## src/rtl/breath_pkg.sv

```systemverilog
package breath_pkg;
  localparam int unsigned CNT_W   = 16;
  localparam int unsigned RAMP_W  = 7;
  localparam int unsigned LVL_LSB = 8;
  localparam int unsigned LVL_W   = 7;
endpackage

```

## src/rtl/breath_counter.sv

```systemverilog
module breath_counter #(
  parameter int unsigned W = 16
) (
  input  logic         clk,
  input  logic         rst,
  input  logic         en,
  output logic [W-1:0] cnt
);
  always_ff @(posedge clk) begin
    if (rst)     cnt <= '0;
    else if (en) cnt <= cnt + 1'b1;
  end
endmodule

```

## src/rtl/breath_shade.sv

```systemverilog
module breath_shade #(
  parameter int unsigned RW = 7,
  parameter int unsigned LW = 7
) (
  input  logic [RW-1:0] ramp,
  input  logic [LW-1:0] level,
  input  logic          flip,
  output logic          shade
);
  localparam int unsigned CW = (RW > LW) ? RW : LW;
  logic [CW-1:0] ramp_x, level_x;
  logic          below;

  always_comb begin
    ramp_x  = CW'(ramp);
    level_x = CW'(level);
    below   = ramp_x < level_x;
    shade   = below ^ flip;
  end
endmodule

```

## src/rtl/breath_outreg.sv

```systemverilog
module breath_outreg (
  input  logic clk,
  input  logic rst,
  input  logic en,
  input  logic d,
  output logic q
);
  always_ff @(posedge clk) begin
    if (rst)     q <= 1'b0;
    else if (en) q <= d;
  end
endmodule

```

## src/rtl/breath_led.sv

```systemverilog
module breath_led
  import breath_pkg::*;
#(
  parameter int unsigned CW  = CNT_W,
  parameter int unsigned RW  = RAMP_W,
  parameter int unsigned LL  = LVL_LSB,
  parameter int unsigned LW  = LVL_W
) (
  input  logic clk,
  input  logic rst,
  input  logic en,
  output logic led
);
  localparam int unsigned MSB = CW - 1;

  logic [CW-1:0] cnt_q;
  logic          shade_d;

  breath_counter #(.W(CW)) u_cnt (
    .clk(clk), .rst(rst), .en(en), .cnt(cnt_q)
  );

  breath_shade #(.RW(RW), .LW(LW)) u_shade (
    .ramp (cnt_q[RW-1:0]),
    .level(cnt_q[LL +: LW]),
    .flip (cnt_q[MSB]),
    .shade(shade_d)
  );

  breath_outreg u_out (
    .clk(clk), .rst(rst), .en(en), .d(shade_d), .q(led)
  );
endmodule

```

## config.mk

```make
export PLATFORM = sky130hd
export DESIGN_NAME = breath_led
export DESIGN_NICKNAME = d
export VERILOG_FILES = /design/src/rtl/breath_pkg.sv /design/src/rtl/breath_counter.sv /design/src/rtl/breath_shade.sv /design/src/rtl/breath_outreg.sv /design/src/rtl/breath_led.sv
export SDC_FILE = /design/constraint.sdc
export NUM_CORES = 1
export LEC_CHECK = 0
export ABC_AREA = 1
export BUFFER_PORTS_ARGS = -buffer_cell sky130_fd_sc_hd__buf_2
export CAP_MARGIN = 20
export CORE_MARGIN = 10
export CORE_UTILIZATION = 58
export DETAILED_ROUTE_END_ITERATION = 8
export GPL_ROUTABILITY_DRIVEN = 0
export PLACE_DENSITY = 0.76
export SLEW_MARGIN = 20
export SYNTH_ARGS = -nofsm -noshare
export SYNTH_HDL_FRONTEND = slang
export SYNTH_SLANG_ARGS = --single-unit
```

## constraint.sdc

```tcl
create_clock -name clk -period 1.6 [get_ports clk]
set_input_delay 0.24 -clock clk [delete_from_list [all_inputs] [get_ports clk]]
set_output_delay 0.24 -clock clk [all_outputs]
set_load 0.05 [all_outputs]
```

Word level (Yosys, flattened, before mapping)
Cells that the tools add are included.
- input bits: 3
- logic and storage cells: 5
- bits in registers: 17
- output and inout bits: 1
- $add $sub $neg: 1
- bitwise logic cells: 1
- order comparisons: 1
- operators by type and width (kind ; number):
    $add A16 B1 Y16 const B ; 1
    $lt A7 B7 Y1 ; 1
    $xor A1 B1 Y1 ; 1

Depth between registers and ports, before layout
- depth in word-level cells: 2
- depth in mapped cells: 11
- mapped depth without buffers: 11

Hierarchy
Synthesis repeated with hierarchy kept, for this count alone.
- cells, all modules: 169
- area total of the unflattened synthesis: 1087.3 um^2
- by module, submodules not included (module ; sequential area each (um^2) ; area an instance (um^2) ; times used ; cells each):
    breath_counter ; 320.3 ; 847.1 ; 1 ; 126
    breath_shade ; 0.0 ; 195.2 ; 1 ; 36
    breath_outreg ; 20.0 ; 45.0 ; 1 ; 7

Least setup slack after synthesis
No wires, ideal clock.
- kind: register to register
- from: register u_cnt.cnt[14]
- to: register u_out.q
- cell stages (with the launch flop): 9
- setup time: 0.118 ns
- period minus slack after synthesis: 1.247 ns
- arrival time: 1.129 ns
- path buffers: 0
- path slack: 0.353 ns
- path through: dfxtp_1 -> inv_1 -> ha_1 -> nand2_1 -> inv_1 -> a21oi_1 -> a21oi_1 -> nor2_1 -> nor2_1
- word-level cells in the longest chain between the ends: 2
- RTL lines (element ; line ; RTL):
    start, declared ; breath_counter.sv:7 ; output logic [W-1:0] cnt
    start signal, assigned ; breath_counter.sv:11 ; else if (en) cnt <= cnt + 1'b1;
    $lt A7 B7 Y1 ; breath_shade.sv:17 ; below = ramp_x < level_x;
    $xor A1 B1 Y1 ; breath_shade.sv:18 ; shade = below ^ flip;
    end signal, assigned ; breath_outreg.sv:9 ; if (rst) q <= 1'b0;
    end signal, assigned ; breath_outreg.sv:10 ; else if (en) q <= d;
    end, declared ; breath_outreg.sv:6 ; output logic q
Every way passes these cells.
A chain may end at the register's enable or synchronous reset.

Worst setup path after layout
- from: register u_cnt.cnt[13]
- to: register u_out.q
The elaborated chain is that of the path after synthesis.

==> flow_metrics.py <==
metrics = {
    "status": {
        "status": "complete, no violations",
    },
    "cts": {
        "clk_latency_ns": 0.29,
        "holdBufCountCts": 0,
        "cts_resized": 0,
        "clk_pin_slew_ns": 0.10,
        "cts_tree": "done",
        "cts_sinks": 17,
        "clock_path_buffers": 2,
        "cts-buffers-inserted": 3,
        "cts-root-buf": "clkbuf_4",
        "post_cts_buffers": 0,
        "htreeDepth": 1,
    },
    "floorplan": {
        "start_util_pct": 62.2,
        "die_area_mm2": 0.00368,
        "pin_count": 4,
        "die_w_um": 60.7,
        "rows": 14,
        "coreArea_mm2": 0.00154,
        "die_h_um": 60.7,
    },
    "critical_path": {
        "end_kind": "flop",
        "cp-start-kind": "flop",
        "worst_ep_required_time_ns": 1.79,
        "worst-setup-path-type": "flop to flop",
        "worst-endpoint-arrival_ns": 1.62,
        "path_cells": "inv_1, ha_1, nand2_1, inv_1, a21oi_1, a21oi_1, nor2_1, nor2_1",
        "critPathSlowestCell": "dfxtp_1",
        "crit_path_max_fanout": 4,
        "crit_path_max_incr_delay_ns": 0.39,
    },
    "cells_and_area": {
        "syn2layout_area_growth_pct": 6.79,
        "n_fill_cell": 140,
        "seqCellArea_um2": 340,
        "layout_commonest_cell": "nand2_1",
        "finalNetCount": 157,
        "n_antenna_cell": 0,
        "drive_gt1_share_pct": 9.59,
        "multi_input_area_um2": 520,
        "final_cell_mix": "nand2_1 (33), inv_1 (25), dfxtp_1 (17)",
        "final_area_mm2": 0.00102,
    },
    "routing": {
        "drt-total-wl_um": 1830,
        "wl_per_cell_um": 11.3,
        "viasPerCell": 5.15,
        "vias": 835,
        "antenna_left": 0,
        "drt_iter0_drc": 23,
        "dr.pass1.iters": 4,
        "drc": 0,
    },
    "global_route": {
        "grt_pass1_vias": 769,
        "grt_max_degree": 16,
        "grtUsageTotal_pct": 10.8,
        "antenna_found_initial": 0,
        "gr-total-overflow": 0,
        "grt_first_pass_wirelength_um": 3150,
    },
    "sta": {
        "fmax_mhz": 698,
        "slew_viol_final": 0,
        "worstMarginPinSlew_ns": 0.426,
        "post-route-period-util_pct": 89.6,
        "finalHoldWorstSlack_ns": 0.120,
        "setup_viol": 0,
        "worst_slack_ns": 0.167,
        "finClkSkew_ns": 0.00319,
        "min_period_ns": 1.43,
        "finalHoldViolations": 0,
        "finalSetupTns_ns": 0,
        "rsz0062_at_grt": "no",
        "slew_headroom_pct": 71.6,
    },
    "yosys": {
        "ys_seq_area_share_pct": 35.5,
        "avgSynthCellArea_um2": 6.90,
        "yosys.cell_types.count": 16,
        "synth-seq-cells": 17,
        "syn_area_um2": 958,
        "yosys_warnings": 0,
        "syn-num-nets": 149,
        "syn_inst": 139,
    },
    "place": {
        "pre_cts_ws_ns": 0.197,
        "place_hpwl_um": 1470,
        "port_buffers": 3,
        "postPlaceCellArea_um2": 997,
    },
    "min_path": {
        "hold_path.class": "input pin to flop",
    },
    "pwr": {
        "vdd_drop_max_mv": 0.477,
        "power_density_mw_per_mm2": 707,
        "p_leak_nw": 0.467,
    },
    "job": {
        "cap_violations": 0,
    },
}
## critical path: cells and delay by family (launching register included)
family | cells | cell delay, ns
DFF | 1 | 0.39
AOI/OAI and AO/OA | 2 | 0.32
adders and majority gates | 1 | 0.27
and+or+nand+nor | 3 | 0.24
buffers and inverters | 2 | 0.11
## logic make-up after synthesis
family                   synth area share [%]
flip-flops                               35.5
AO/OA/AOI/OAI                            12.5
AND/OR/NAND/NOR                          30.8
XOR/XNOR                                 1.83
adder cells (fa/ha/maj)                  9.14
buffers and inverters                    10.2
## cell type report
| cell class | instances | share of cell area [%] |
|---|---|---|
| well taps | 16 | 1.96 |
| flip-flops and latches | 17 | 33.3 |
| clock buffers | 4 | 2.57 |
| repair buffers | 4 | 2.20 |
| multi-input cells | 96 | 50.9 |
| inverters | 25 | 9.17 |
## worst paths after layout
| kind | startpoint | to | slack [ns] | cells after the start |
|---|---|---|---|---|
| max | u_cnt.cnt[13] | u_out.q | 0.17 | 8 |
| min | rst | u_cnt.cnt[3] | 0.12 | 2 |
| max reg2reg | u_cnt.cnt[13] | u_out.q | 0.17 | 8 |
| min reg2reg | u_cnt.cnt[7] | u_cnt.cnt[7] | 0.50 | 2 |
## metal layers
metal / vias to the layer above / part of all wire [%] / GRT usage (%)
li1: 451 / - / -
met1: 369 / 49 / 13.6
met2: 11 / 46 / 16.6
met3: 4 / 3.7 / 3.34
met4: 0 / 1.5 / 5.02
met5: - / 0 / 0
## Yosys cell counts
cell      instances  area share (%)
nand2_1          33              13
inv_1            25             9.8
dfxtp_1          17              36
nor2_1           15             5.9
a21oi_1          14             7.3
o21ai_0          10             5.2
ha_1              7             9.1
nand3_1           7             3.7
nor2_2            2             1.3
nor2_4            2             2.3
xnor2_1           2             1.8
clkbuf_1          1            0.39
nand2_2           1            0.65
nand4_2           1             1.3
nand4_4           1             2.2
nor3_1            1            0.52
## metrics by stage
step                power [mW]  util [%]  instances
CTS                      0.733      66.4        162
global route             0.758      66.4        162
floorplan                0.486         -        139
finish                   0.724      66.4        162
global placement         0.498      64.7        158
detailed placement       0.502      64.7        158
## registers in the layout, indices dropped and copies added, names as in the netlist
name and count:
u_cnt.cnt 16, u_out.q 1
## power breakdown
part | internal (mW) | switching, mW | leakage, nW | total, mW
Sequential | 0.430 | 0.00570 | 0.138 | 0.435
Clock | 0.0971 | 0.134 | 0.0150 | 0.231
Combinational | 0.0188 | 0.0384 | 0.314 | 0.0573
No activity file was read; power rests on OpenSTA's default activity.
